`config.mk`:
```
export PLATFORM = sky130hd
export DESIGN_NAME = rtc_wdt_timer
export DESIGN_NICKNAME = d
export VERILOG_FILES = /design/src/rtl/tmr_pkg.sv /design/src/rtl/tmr_edge_det.sv /design/src/rtl/tmr_prescaler.sv /design/src/rtl/rtc_counter.sv /design/src/rtl/wdt_counter.sv /design/src/rtl/rtc_wdt_timer.sv
export SDC_FILE = /design/constraint.sdc
export NUM_CORES = 1
export LEC_CHECK = 0
export BUFFER_PORTS_ARGS = -buffer_cell sky130_fd_sc_hd__buf_4
export CAP_MARGIN = 20
export CELL_PAD_IN_SITES_DETAIL_PLACEMENT = 0
export CELL_PAD_IN_SITES_GLOBAL_PLACEMENT = 2
export CORE_MARGIN = 4
export CORE_UTILIZATION = 29
export CTS_CLUSTER_DIAMETER = 200
export DETAILED_ROUTE_END_ITERATION = 7
export GPL_TIMING_DRIVEN = 1
export PLACE_DENSITY_LB_ADDON = 0.1
export REMOVE_ABC_BUFFERS = 1
export SLEW_MARGIN = 20
export SYNTH_ARGS = -nofsm -noshare
export SYNTH_HDL_FRONTEND = slang
export SYNTH_HIERARCHICAL = 1
export SYNTH_SLANG_ARGS = --single-unit
```
`constraint.sdc`:
```
create_clock -name clk -period 3 [get_ports clk]
set_input_delay 0.75 -clock clk [delete_from_list [all_inputs] [get_ports clk]]
set_output_delay 0.75 -clock clk [all_outputs]
set_load 0.005 [all_outputs]
```
`src/rtl/tmr_pkg.sv`:
```
// Package: shared mode-register layout and reset value for the
// counter/watchdog block. Bit positions are decoded by the top level.
package tmr_pkg;
    localparam int TMR_RATIO_W = 3;
    localparam int TMR_MODE_W  = 6;

    // Mode register layout, msb first: source, polarity, owner, ratio.
    typedef struct packed {
        logic                   src_ext;   // 1: pin transitions, 0: instruction strobe
        logic                   edge_fall; // 1: high-to-low, 0: low-to-high
        logic                   psc_wdt;   // 1: prescaler owned by watchdog
        logic [TMR_RATIO_W-1:0] ratio;     // prescale ratio code
    } tmr_mode_t;

    localparam logic [TMR_MODE_W-1:0] TMR_MODE_RESET = 6'b11_1111;
endpackage

```
`src/rtl/tmr_edge_det.sv`:
```
// Edge detector: compares the synchronized pin with a registered copy
// and emits one tick per transition of the selected polarity.
// Assumes the pin is already synchronous to clk.
module tmr_edge_det (
    input  logic clk,
    input  logic rst_n,
    input  logic pin_i,
    input  logic fall_sel_i,
    output logic tick_o
);
    logic prev_q;
    logic rise;
    logic fall;

    // Hold the previous pin sample.
    always_ff @(posedge clk) begin
        if (!rst_n) prev_q <= 1'b0;
        else        prev_q <= pin_i;
    end

    // Decode a transition of the chosen polarity.
    always_comb begin
        rise   = pin_i & ~prev_q;
        fall   = ~pin_i & prev_q;
        tick_o = fall_sel_i ? fall : rise;
    end

    // A transition yields a single tick unless the polarity was switched.
    assert_single_tick_R3: assert property (@(posedge clk) disable iff (!rst_n)
        tick_o |=> (!tick_o || (fall_sel_i != $past(fall_sel_i))));
endmodule

```
`src/rtl/tmr_prescaler.sv`:
```
// Prescaler: counts input ticks and passes one tick out per 2^shift_i
// input ticks (shift 0 passes every tick). A clear zeroes the count and
// suppresses the output in that cycle.
module tmr_prescaler #(
    parameter int PSC_W = 8,
    localparam int SHW  = $clog2(PSC_W + 1)
) (
    input  logic           clk,
    input  logic           rst_n,
    input  logic           tick_i,
    input  logic           clear_i,
    input  logic [SHW-1:0] shift_i,
    output logic           tick_o
);
    logic [PSC_W-1:0] count_q;
    logic [PSC_W-1:0] mask;
    logic             full;

    // Mask selects the low shift_i bits of the count.
    for (genvar g = 0; g < PSC_W; g++) begin : g_mask
        assign mask[g] = (shift_i > SHW'(g));
    end

    // Tap fires when all selected count bits are one.
    always_comb begin
        full   = &(count_q | ~mask);
        tick_o = tick_i & full & ~clear_i;
    end

    // Advance or clear the prescale count.
    always_ff @(posedge clk) begin
        if (!rst_n)       count_q <= '0;
        else if (clear_i) count_q <= '0;
        else if (tick_i)  count_q <= count_q + 1'b1;
    end

    assert_clear_zeroes_R7: assert property (@(posedge clk) disable iff (!rst_n)
        clear_i |=> (count_q == '0));
    assert_idle_holds_R4: assert property (@(posedge clk) disable iff (!rst_n)
        (!clear_i && !tick_i) |=> $stable(count_q));
endmodule

```
`src/rtl/rtc_counter.sv`:
```
// Real-time counter: loadable up-counter that wraps at full scale.
// A write takes priority over an increment in the same cycle.
module rtc_counter #(
    parameter int CNT_W = 8
) (
    input  logic             clk,
    input  logic             rst_n,
    input  logic             inc_i,
    input  logic             we_i,
    input  logic [CNT_W-1:0] wdata_i,
    output logic [CNT_W-1:0] value_o
);
    // Load, increment or hold the counter.
    always_ff @(posedge clk) begin
        if (!rst_n)     value_o <= '0;
        else if (we_i)  value_o <= wdata_i;
        else if (inc_i) value_o <= value_o + 1'b1;
    end

    assert_write_wins_R7: assert property (@(posedge clk) disable iff (!rst_n)
        we_i |=> (value_o == $past(wdata_i)));
    assert_hold_R2: assert property (@(posedge clk) disable iff (!rst_n)
        (!we_i && !inc_i) |=> $stable(value_o));
endmodule

```
`src/rtl/wdt_counter.sv`:
```
// Watchdog counter: counts prescaled ticks while enabled, is zeroed by
// clear or sleep, and emits a one-cycle request on overflow.
// Held at zero while disabled.
module wdt_counter #(
    parameter int WDT_W = 8
) (
    input  logic clk,
    input  logic rst_n,
    input  logic en_i,
    input  logic inc_i,
    input  logic clear_i,
    output logic rst_req_o
);
    localparam logic [WDT_W-1:0] WDT_MAX = '1;
    logic [WDT_W-1:0] count_q;

    // Count, clear and flag overflow.
    always_ff @(posedge clk) begin
        if (!rst_n) begin
            count_q   <= '0;
            rst_req_o <= 1'b0;
        end else begin
            rst_req_o <= 1'b0;
            if (clear_i || !en_i) begin
                count_q <= '0;
            end else if (inc_i) begin
                count_q <= count_q + 1'b1;
                if (count_q == WDT_MAX) rst_req_o <= 1'b1;
            end
        end
    end

    assert_req_one_cycle_R10: assert property (@(posedge clk) disable iff (!rst_n)
        rst_req_o |=> !rst_req_o);
    assert_req_needs_enable_R10: assert property (@(posedge clk) disable iff (!rst_n)
        rst_req_o |-> $past(en_i));
    assert_clear_zeroes_R9: assert property (@(posedge clk) disable iff (!rst_n)
        clear_i |=> (count_q == '0 && !rst_req_o));
endmodule

```
`src/rtl/rtc_wdt_timer.sv`:
```
// Top: mode register, source and polarity selection, and routing of the
// shared prescaler between the real-time counter and the watchdog.
// Assumes ext_pin is synchronous and all strobes are single-cycle.
module rtc_wdt_timer #(
    parameter int CNT_W = 8,
    parameter int WDT_W = 8,
    parameter int PSC_W = 8
) (
    input  logic                       clk,
    input  logic                       rst_n,
    input  logic                       instr_tick,
    input  logic                       ext_pin,
    input  logic                       wdt_tick,
    input  logic                       wdt_en,
    input  logic                       mode_load,
    input  logic [tmr_pkg::TMR_MODE_W-1:0] mode_wdata,
    input  logic                       cnt_we,
    input  logic [CNT_W-1:0]           cnt_wdata,
    input  logic                       clr_wdt,
    input  logic                       sleep_cmd,
    output logic [CNT_W-1:0]           cnt_value,
    output logic                       wdt_rst_req
);
    import tmr_pkg::*;
    localparam int SHW = $clog2(PSC_W + 1);

    tmr_mode_t      mode_q;
    logic           pin_tick;
    logic           cnt_src;
    logic           psc_in;
    logic           psc_out;
    logic           psc_clear;
    logic [SHW-1:0] psc_shift;
    logic           cnt_inc;
    logic           wdt_inc;
    logic           wdt_clear;

    // Mode register, loaded on the dedicated strobe.
    always_ff @(posedge clk) begin
        if (!rst_n)         mode_q <= tmr_mode_t'(TMR_MODE_RESET);
        else if (mode_load) mode_q <= tmr_mode_t'(mode_wdata);
    end

    tmr_edge_det u_edge (
        .clk        (clk),
        .rst_n      (rst_n),
        .pin_i      (ext_pin),
        .fall_sel_i (mode_q.edge_fall),
        .tick_o     (pin_tick)
    );

    // Route sources through or around the prescaler.
    always_comb begin
        cnt_src   = mode_q.src_ext ? pin_tick : instr_tick;
        psc_in    = mode_q.psc_wdt ? wdt_tick : cnt_src;
        psc_shift = mode_q.psc_wdt ? SHW'(mode_q.ratio) : SHW'(mode_q.ratio) + 1'b1;
        psc_clear = cnt_we | (clr_wdt & mode_q.psc_wdt);
        cnt_inc   = mode_q.psc_wdt ? cnt_src : psc_out;
        wdt_inc   = mode_q.psc_wdt ? psc_out : wdt_tick;
        wdt_clear = clr_wdt | sleep_cmd;
    end

    tmr_prescaler #(.PSC_W(PSC_W)) u_psc (
        .clk     (clk),
        .rst_n   (rst_n),
        .tick_i  (psc_in),
        .clear_i (psc_clear),
        .shift_i (psc_shift),
        .tick_o  (psc_out)
    );

    rtc_counter #(.CNT_W(CNT_W)) u_cnt (
        .clk     (clk),
        .rst_n   (rst_n),
        .inc_i   (cnt_inc),
        .we_i    (cnt_we),
        .wdata_i (cnt_wdata),
        .value_o (cnt_value)
    );

    wdt_counter #(.WDT_W(WDT_W)) u_wdt (
        .clk       (clk),
        .rst_n     (rst_n),
        .en_i      (wdt_en),
        .inc_i     (wdt_inc),
        .clear_i   (wdt_clear),
        .rst_req_o (wdt_rst_req)
    );

    assert_mode_load_R12: assert property (@(posedge clk) disable iff (!rst_n)
        mode_load |=> (mode_q == $past(mode_wdata)));
    assert_mode_hold_R12: assert property (@(posedge clk) disable iff (!rst_n)
        !mode_load |=> $stable(mode_q));
endmodule

```
==> results.md <==
* DRC Markers at 0
* Data arrival, critical path at a little under 3 ns
* Least-Margin Pin Slew at 0.543 ns
* Top-area cell type share of the netlist area at 38.8%
* Boundary pin count at 33
* Req. time, crit path at 3.21 ns
* GPL Wtd Cong at slightly above 0.8
* Clk buf depth at 2
* Worst setup margin at 0.261 ns
* NetSw at 0.000225 W
* Avg Inst Size Synth at about 8.9 um2
* #FFs+latches synth at 32
* Tcrit/Tclk final at 91.3%
* Layout area overhead at 26.5%
* P_leak at roughly 0.85 nW
* Most frequent cells in the layout: buf_4 (40), dfxtp_1 (32), nand2_1 (21)
* Row count at 27
* Layout Cells excl Fill at around 300
* Vias in the first global route at roughly 1400
* Cell area power density at 443 nW/um2
* Max-slew violation count at 0
* # H-tree levels at 2
* Die area at 6960 um2
* PortBufs at 32
* Logic pwr share at 13.7%
* Unrepaired setup endpoints after global routing: no
* Fin nets at 253
* Switching Share at between 20% and 30%
* Wire length per cell at 12.7 um
* Syn Inst Count at 185
* Hold WC Path Type: reg2reg
* Worst-case reg-to-reg path depth at 10
* Routed WL at 3.79 mm
* DRT Pass-1 Iters at 4
* Peak supply drop at 0.000117 V
* Hold Path Depth at 2
* Leading cell types by total area after synthesis: dfxtp_1 (39%), mux2i_1 (6.7%), xor2_1 (5.3%)
* Run status: finished, final reports clean
* Crit. End Element: flop
* Slew HR at 63.4%
* Max Fanout on Critical Path at 4
* Setup Buffers After CTS at 0
* Total CTS buffers at 5
* Avg Vias per Cell at 4.82
* Detailed Place HPWL at 2.85 mm
* Maxcap violations at 0
* Height of the die at 83.4 um
* DRT antenna net count at 0
* Synth Warn # at 6
* Cell Area, Synth at 1650 um2
* Critical path startpoint category: primary input
* Post-cts repair resize count at 0
* Final hold slack at 0.450 ns
* Most common cell after layout, fill and taps aside: buf_4
* Worst Skew at 0.00432 ns
* CTS Sinks at 32
* Critical path type: in2reg
* Final Hold Fails at 0
* Pre-CTS setup slack at -0.108 ns
* Flop pwr share at 49.6%
* Post-synthesis sequential area ratio at between 30% and 40%
* Antenna Cells at 0
* Yosys top cell by area: dfxtp_1
* Chip width at 83.4 um
* CORE AREA at 5510 um2
* Initial core utilization at 29.9%
* Setup violators final at 0
* Fillers at ~560
* CTS tree: built
* Hold bufs inserted after CTS at 0
* Tot Pwr at 0.000924 W
* Tot GR Track Use at 11.1%
* Largest net degree at the start of global routing at 20
* Later-pin clock latency in the skew report at 0.28 ns
* Clock network fraction of total power at 36.7%
* DR iter-0 viols at 42
* Fmax at 365 MHz
* Layout cell share with drive strength beyond 1 at around 24%
* Clk slew on worst S/H paths at ~0.070 ns
* Distinct cell type count after synthesis at 42
* Crit path time final at about 2.7 ns
* Antenna violations before repair at 0
* Via count at 1437
* Placed instance count at between 200 and 300
* Grt total ovfl at 0
* First-pass GRT wire length at about 6.3 mm
* Cell-internal power at 0.000699 W
* Root buf cell: clkbuf_8
flip-flops by register name, indices dropped and copies added (netlist names):
name / cells
u_cnt/value_o: 8
u_psc/count_q: 8
u_wdt/count_q: 8
mode_q: 6
u_edge/prev_q: 1
u_wdt/rst_req_o: 1
synthesized netlist by cell type, drive strengths merged:
master,count
or2,1
buf,5
o22ai,1
o211a,1
xor2,10
nor4,1
a2111oi,1
a31oi,2
o21ai,15
nand2,21
inv,3
nand2b,5
mux2,1
ha,4
o22a,1
or4,2
nand3b,2
o21bai,1
and3b,1
dfxtp,32
clkbuf,2
or3,5
o211ai,2
nor3b,2
and3,2
mux2i,11
and2,5
nor2b,1
nor2,13
a21o,1
nand3,5
nand4,10
nand4b,1
a21oi,8
and4b,1
xnor2,6
through the flow:
stage	cell area [um2]	TNS (ns)	util (%)
after floorplan	1600	-0.760	-
after global placement	1990	0	36.2
after detailed placement	1990	-0.536	36.2
after CTS	2080	0	37.8
after global routing	2090	0	37.9
final	2090	0	37.9
cells by family (layout without fill, tap and decap cells):
| kind of cell | count (synthesis) | count (layout) | synth area share, % |
|---|---|---|---|
| multiplexers | 12 | 12 | 7.59 |
| AND/OR/NAND/NOR | 78 | 78 | 26.3 |
| AO/OA/AOI/OAI | 33 | 33 | 12.1 |
| XOR/XNOR | 16 | 16 | 8.50 |
| buffers and inverters | 10 | 51 | 3.64 |
| flip-flops | 32 | 32 | 38.8 |
| adder cells (fa/ha/maj) | 4 | 4 | 3.04 |
critical path, stage by stage:
cell and delay (ns):
buf_4 0.09, nand2b_1 0.06, o22ai_2 0.13, mux2i_1 0.11
mux2i_1 0.20, nand4b_1 0.14, a2111oi_2 0.38, nor2_1 0.08
a21oi_1 0.29, nand3_1 0.17, or3_1 0.38, a31oi_1 0.17
worst paths after layout:
kind | from | end | slack (ns)
min | u_wdt/count_q[7] | u_wdt/rst_req_o | 0.45
max | ext_pin | u_cnt/value_o[6] | 0.26
max reg2reg | mode_q[3] | u_cnt/value_o[6] | 0.29
min reg2reg | u_wdt/count_q[7] | u_wdt/rst_req_o | 0.45
final cells by class:
cell class              instances  area, um2  share of cell area (%)
multi-input cells             143        953                    45.7
flip-flops and latches         32        641                    30.7
repair buffers                 40        300                    14.4
clock buffers                   8       90.1                    4.32
well taps                      72       90.1                    4.32
inverters                       3       11.3                   0.540
layer usage:
metal | routed length (um) | GRT usage, % | up-vias
met5 | 0 | 0 | -
met4 | 51 | 4.09 | 0
met3 | 168 | 3.37 | 4
met2 | 1860 | 19.1 | 28
met1 | 1700 | 13.0 | 671
li1 | - | - | 734
power by group through the flow:
stage	sequential (W)	clock (W)	combinational (W)
2_1_floorplan	0.000464	0	0.0000625
3_3_place_gp	0.000467	0	0.000125
3_5_place_dp	0.000468	0	0.000127
4_1_cts	0.000458	0.000352	0.000127
5_1_grt	0.000461	0.000370	0.000140
6_report	0.000458	0.000339	0.000127
No activity file was read; power rests on OpenSTA's default activity.
